## src/rtl/erase_pkg.sv

```systemverilog
package erase_pkg;
    localparam int ADDR_W    = 22;
    localparam int KEY_W     = 16;
    localparam int N_PROT    = 7;
    localparam int N_WIPE    = N_PROT + 1;
    localparam logic [ADDR_W-1:0] KEY_HI_ADDR = 22'h3C0005;
    localparam logic [ADDR_W-1:0] KEY_LO_ADDR = 22'h3C0004;

    // Region index order is fixed: it is the bit order on wipe_pulse / prot_flags.
    typedef enum logic [2:0] {
        RG_BOOT = 3'd0,
        RG_BLK0 = 3'd1,
        RG_BLK1 = 3'd2,
        RG_BLK2 = 3'd3,
        RG_BLK3 = 3'd4,
        RG_CFG  = 3'd5,
        RG_DATA = 3'd6,
        RG_CHIP = 3'd7
    } region_e;

    typedef struct packed {
        logic              valid;
        logic [N_WIPE-1:0] pulse;
        logic [N_PROT-1:0] clr;
    } erase_sel_t;

    function automatic erase_sel_t decode_key(input logic [KEY_W-1:0] key);
        erase_sel_t s;
        region_e    r;
        s       = '0;
        s.valid = 1'b1;
        r       = RG_CHIP;
        unique case (key)
            16'h0F87: r = RG_CHIP;
            16'h0081: r = RG_BOOT;
            16'h0082: r = RG_CFG;
            16'h0084: r = RG_DATA;
            16'h0180: r = RG_BLK0;
            16'h0280: r = RG_BLK1;
            16'h0480: r = RG_BLK2;
            16'h0880: r = RG_BLK3;
            default:  s.valid = 1'b0;
        endcase
        if (s.valid) begin
            s.pulse[r] = 1'b1;
            s.clr = (r == RG_CHIP) ? {N_PROT{1'b1}} : s.pulse[N_PROT-1:0];
        end
        return s;
    endfunction
endpackage

```

## src/rtl/erase_key_regs.sv

```systemverilog
module erase_key_regs
    import erase_pkg::*;
(
    input  logic              clk,
    input  logic              rst,
    input  logic              wr_en,
    input  logic [ADDR_W-1:0] wr_addr,
    input  logic [7:0]        wr_byte,
    input  logic              clear,
    output logic [KEY_W-1:0]  key
);
    always_ff @(posedge clk) begin
        if (rst || clear) begin
            key <= '0;
        end else if (wr_en) begin
            if (wr_addr == KEY_HI_ADDR) key[15:8] <= wr_byte;
            if (wr_addr == KEY_LO_ADDR) key[7:0]  <= wr_byte;
        end
    end
endmodule

```

## src/rtl/erase_trigger.sv

```systemverilog
module erase_trigger #(
    parameter int EDGES = 4
) (
    input  logic clk,
    input  logic rst,
    input  logic hold,
    input  logic nop_done,
    input  logic sclk_fall,
    output logic fire
);
    localparam int CW = $clog2(EDGES);

    logic          armed;
    logic [CW-1:0] edge_cnt;

    assign fire = armed && sclk_fall && !nop_done && !hold
                  && (edge_cnt == CW'(EDGES - 1));

    always_ff @(posedge clk) begin
        if (rst) begin
            armed    <= 1'b0;
            edge_cnt <= '0;
        end else if (!hold) begin
            if (nop_done) begin
                armed    <= 1'b1;
                edge_cnt <= '0;
            end else if (armed && sclk_fall) begin
                if (fire) begin
                    armed    <= 1'b0;
                    edge_cnt <= '0;
                end else begin
                    edge_cnt <= edge_cnt + 1'b1;
                end
            end
        end
    end
endmodule

```

## src/rtl/erase_timer.sv

```systemverilog
module erase_timer #(
    parameter int CLKS = 40
) (
    input  logic clk,
    input  logic rst,
    input  logic start,
    output logic busy,
    output logic finish,
    output logic done
);
    localparam int CW = $clog2(CLKS + 1);

    logic [CW-1:0] remain;

    assign finish = busy && (remain == '0);

    always_ff @(posedge clk) begin
        if (rst) begin
            busy   <= 1'b0;
            remain <= '0;
            done   <= 1'b0;
        end else begin
            done <= finish;
            if (start) begin
                busy   <= 1'b1;
                remain <= CW'(CLKS - 1);
            end else if (finish) begin
                busy <= 1'b0;
            end else if (busy) begin
                remain <= remain - 1'b1;
            end
        end
    end
endmodule

```

## src/rtl/bulk_erase_ctrl.sv

```systemverilog
module bulk_erase_ctrl
    import erase_pkg::*;
#(
    parameter int ERASE_CLKS = 40
) (
    input  logic              clk,
    input  logic              rst,
    input  logic              tw_en,
    input  logic [21:0]       tw_addr,
    input  logic [7:0]        tw_byte,
    input  logic              nop_done,
    input  logic              sclk_fall,
    input  logic [6:0]        prot_set,
    output logic              busy,
    output logic              done,
    output logic [7:0]        wipe_pulse,
    output logic [6:0]        prot_flags,
    output logic [15:0]       erase_key
);
    erase_sel_t sel;
    logic       fire;
    logic       start;
    logic       finish;

    assign sel   = decode_key(erase_key);
    assign start = fire && sel.valid;

    erase_key_regs u_keys (
        .clk     (clk),
        .rst     (rst),
        .wr_en   (tw_en && !busy && !start),
        .wr_addr (tw_addr),
        .wr_byte (tw_byte),
        .clear   (finish),
        .key     (erase_key)
    );

    erase_trigger #(.EDGES(4)) u_trig (
        .clk       (clk),
        .rst       (rst),
        .hold      (busy),
        .nop_done  (nop_done),
        .sclk_fall (sclk_fall),
        .fire      (fire)
    );

    erase_timer #(.CLKS(ERASE_CLKS)) u_timer (
        .clk    (clk),
        .rst    (rst),
        .start  (start),
        .busy   (busy),
        .finish (finish),
        .done   (done)
    );

    always_ff @(posedge clk) begin
        if (rst) begin
            wipe_pulse <= '0;
            prot_flags <= '0;
        end else begin
            wipe_pulse <= start ? sel.pulse : '0;
            prot_flags <= (prot_flags | prot_set) & ~(start ? sel.clr : '0);
        end
    end
endmodule

```

## config.mk

```make
export PLATFORM = sky130hd
export DESIGN_NAME = bulk_erase_ctrl
export DESIGN_NICKNAME = d
export VERILOG_FILES = /design/src/rtl/erase_pkg.sv /design/src/rtl/erase_key_regs.sv /design/src/rtl/erase_trigger.sv /design/src/rtl/erase_timer.sv /design/src/rtl/bulk_erase_ctrl.sv
export SDC_FILE = /design/constraint.sdc
export NUM_CORES = 1
export LEC_CHECK = 0
export ABC_AREA = 1
export CELL_PAD_IN_SITES_DETAIL_PLACEMENT = 0
export CELL_PAD_IN_SITES_GLOBAL_PLACEMENT = 1
export CORE_UTILIZATION = 34
export DETAILED_ROUTE_END_ITERATION = 12
export GPL_TIMING_DRIVEN = 0
export PLACE_DENSITY = 0.94
export SYNTH_ARGS = -nofsm -noshare
export SYNTH_HDL_FRONTEND = slang
export SYNTH_SLANG_ARGS = --single-unit
```

## constraint.sdc

```tcl
create_clock -name clk -period 2.8 [get_ports clk]
set_input_delay 0.84 -clock clk [delete_from_list [all_inputs] [get_ports clk]]
set_output_delay 0.84 -clock clk [all_outputs]
set_load 0.02 [all_outputs]
```

==> key figures <==
Logic synthesis
  • Area contributors post-synth: dfxtp_1 (35%), nand2_1 (14%), nor2_1 (12%)
  • Post-synth cell types: 29
  • Part of the Yosys area used for sequential elements: between 30% and 40%
  • Leading area contributor after synthesis: dfxtp_1
  • Ys Warns: 0
  • Mapped Area: between 0.002 and 0.0025 mm²
  • Yosys reg bits: 42
  • Syn Area/Cell: 6.292 µm²
  • Cells after synthesis: 386
  • Synth top area share: 34.62%
  • Syn_nets: 430

Clocking
  • Skew-Pair Late Insertion Delay: between 0.2 and 0.3 ns
  • Post-CTS Hold Buffers: 0
  • Setup Fix Bufs, Post-CTS: 0
  • Root Buffer: clkbuf_8
  • Max Root-Sink Buffers: 2
  • TritonCTS buffer count: 5
  • H-tree lvl count: 2
  • Worst-path clk slew: 0.08 ns
  • Resized cells post-CTS: 0
  • Clock sinks: 42
  • CTS tree: done

Timing
  • Worst-Margin Slew: 0.8082 ns
  • Max Fclk: about 420 MHz
  • Min Hold Slack: 0.4785 ns
  • Final Skew: 0.01027 ns
  • Setup_tns: 0 ns
  • Slew headroom: 45.92%
  • Setup violators final: 0
  • Final Cycle Share: 85.53%
  • Fin crit period: 2.395 ns
  • RSZ-0062 raised after global routing: no
  • Fin. Hold Viols: 0
  • Slew Viols, Final: 0

Worst setup path
  • Crit path max fanout: 10
  • Worst Path Buf+Inv: 3
  • CP cell instances: clkdlybuf4s50_1 > inv_1 > nor2_1 > clkbuf_1 > nand4_1 > nand2_1 > nor2_1
  • Reg2reg setup slack: 0.99 ns
  • Crit Path Category: primary input to flop
  • Crit. End Element: flop
  • Worst r2r path cells: 8
  • Critical path's top delay family: buffers and inverters
  • Required @ worst endpoint: roughly 3.0 ns
  • Worst R2R Start: u_timer.remain[0]$_SDFFE_PP0P_
  • Worst setup SP type: primary input
  • CP Data Arrival Time: approximately 2.6 ns
  • Worst R2R End: u_keys.key[4]$_SDFFE_PP0P_
  • CP max stage cell: nor2_1
  • Crit. Startpoint: tw_en
  • Crit-path max cell delay: 0.60 ns
  • Most frequent CP cell: nor2_1

Floorplan
  • Total core area: 0.006832 mm²
  • Die X: approximately 87 µm
  • Starting Density: between 30% and 40%
  • Row Count: 30
  • Die area: 0.007485 mm²
  • I/O pin total: 75
  • Die height: 86.52 µm

Pwr
  • Final Total Pwr: 0.001122 W
  • Static Leak: 1.556 nW
  • PwrDens: 332.5 mW/mm²
  • Worst vdd ir: 0.1521 mV

Min path
  • Hold Crit Class: flop to flop
  • Hold Path Depth: 2
  • Hold EP: u_trig.edge_cnt[1]$_SDFFE_PP0P_
  • Worst hold start: u_trig.edge_cnt[1]$_SDFFE_PP0P_

Global route
  • Global route overflow: 0
  • Vias in the first global route: 2458
  • Pin count of the biggest net entering global routing: 14
  • Initial antenna violation count: 0
  • First-pass GRT wire length: 10240 µm
  • GR Util All Layers: 17.14%

Layout
  • # fillers: 712
  • Number of antenna diodes: 0
  • # nets final: approximately 500
  • Post-layout util: about half
  • Final instance area: roughly 0.0034 mm²
  • P&R area growth vs syn: 39.00%
  • Multi-input logic area: 0.001301 mm²
  • Share of cells above drive strength 1: 7.692%
  • FF/Latch Area: 840.8 µm²

Route
  • Vias: 2518
  • Initial drt markers: 100
  • Via density: 4.465
  • Final wirelength: 5725 µm
  • Antenna viol nets, final: 0
  • Avg WL per Cell: around 10 µm
  • DR pass1 iterations: 4
  • Residual DRC: 0

Place
  • I/O Buffers: 74
  • Placer Congestion: 0.7882
  • DP Wirelength: 4737 µm
  • Post-DP Area: 0.003289 mm²

Status
  • Status: completed

Run
  • MaxCap Viol Count: 0
[stage by stage]
step	worst slack (ns)	cells
finish	0.4050	564
global route	0.2673	564
CTS	0.4322	564
detailed placement	0.1173	556
global placement	0.1016	556
floorplan	0.8126	386
[cell usage after synthesis (all sizes together)]
master  instances
a31oi           2
or2             4
dfxtp          42
nand4          20
nand3b          2
nand2         100
clkbuf          2
or4             1
a21oi          13
nor2           84
ha              2
clkinv          1
nor4            5
xor2            2
o21ai          11
nand3          21
nor3            5
buf             3
inv            66
[worst reg2reg max path, cell delays in order (launching register included)]
cell and delay [ns]:
dfxtp_1 0.34, inv_1 0.06, ha_1 0.21, nand3_1 0.13, nor2_1 0.05, nor2_1 0.38, buf_1 0.38, nand2_1 0.11
nor2_1 0.10
[registers in the layout (all words and copies together), names as in the netlist]
register	cells
prot_flags	7
u_keys.key	16
u_timer.busy	1
u_timer.done	1
u_timer.remain	6
u_trig.armed	1
u_trig.edge_cnt	2
wipe_pulse	8
[kinds of logic (layout without fill, tap and decap cells)]
group / after synthesis / in the layout / synth area share [%]
simple gates: 242 / 242 / 46.37
buf+inv: 72 / 154 / 11.80
xor+xnor: 2 / 2 / 0.7214
compound gates: 26 / 26 / 5.461
fa+ha+maj: 2 / 2 / 1.030
flops: 42 / 42 / 34.62
[metal layers]
| metal | vias to the layer above | GRT usage, % | share of wire, % |
|---|---|---|---|
| met3 | 7 | 4.381 | 4.7 |
| met4 | 0 | 4.545 | 1.3 |
| met2 | 48 | 30.09 | 47 |
| li1 | 1373 | - | - |
| met1 | 1090 | 20.78 | 47 |
| met5 | - | 0 | 0 |
[worst max-delay path by stage]
stage	to	slack [ns]	cells after the start
finish	u_keys.key[1]$_SDFFE_PP0P_	0.41	7
global route	u_keys.key[14]$_SDFFE_PP0P_	0.27	7
CTS	u_keys.key[1]$_SDFFE_PP0P_	0.43	7
detailed placement	u_keys.key[14]$_SDFFE_PP0P_	0.12	7
global placement	u_keys.key[4]$_SDFFE_PP0P_	0.10	7
floorplan	u_keys.key[10]$_SDFFE_PP0P_	0.81	6
[cell type report]
type | count | share of cell area (%)
inverter | 67 | 7.487
buffer | 5 | 1.001
sequential | 42 | 24.91
clock buffer | 6 | 2.150
clock inverter | 2 | 0.4077
timing repair buffer | 74 | 21.94
tap | 96 | 3.558
multi-input combinational | 272 | 38.55
[power breakdown]
group / total, W / leakage [nW] / switching (W) / internal [W]
Sequential: 0.000611 / 0.341 / 0.00000487 / 0.000606
Combinational: 0.000129 / 1.17 / 0.0000531 / 0.0000763
Clock: 0.000382 / 0.0452 / 0.000206 / 0.000176
Total: 0.00112 / 1.56 / 0.000264 / 0.000858
[layout by cell type (no fill, tap or decap), drive strengths merged]
| cell type | instances |
|---|---|
| or4 | 1 |
| nand2 | 100 |
| clkbuf | 8 |
| nor2 | 84 |
| dfxtp | 42 |
| inv | 66 |
| o21ai | 11 |
| clkinv | 3 |
| buf | 3 |
| nor4 | 5 |
| nand3 | 21 |
| a31oi | 2 |
| or2 | 4 |
| nand3b | 2 |
| nand4 | 20 |
| a21oi | 13 |
| clkdlybuf4s50 | 74 |
| ha | 2 |
| xor2 | 2 |
| nor3 | 5 |
No activity file was read; power rests on OpenSTA's default activity.
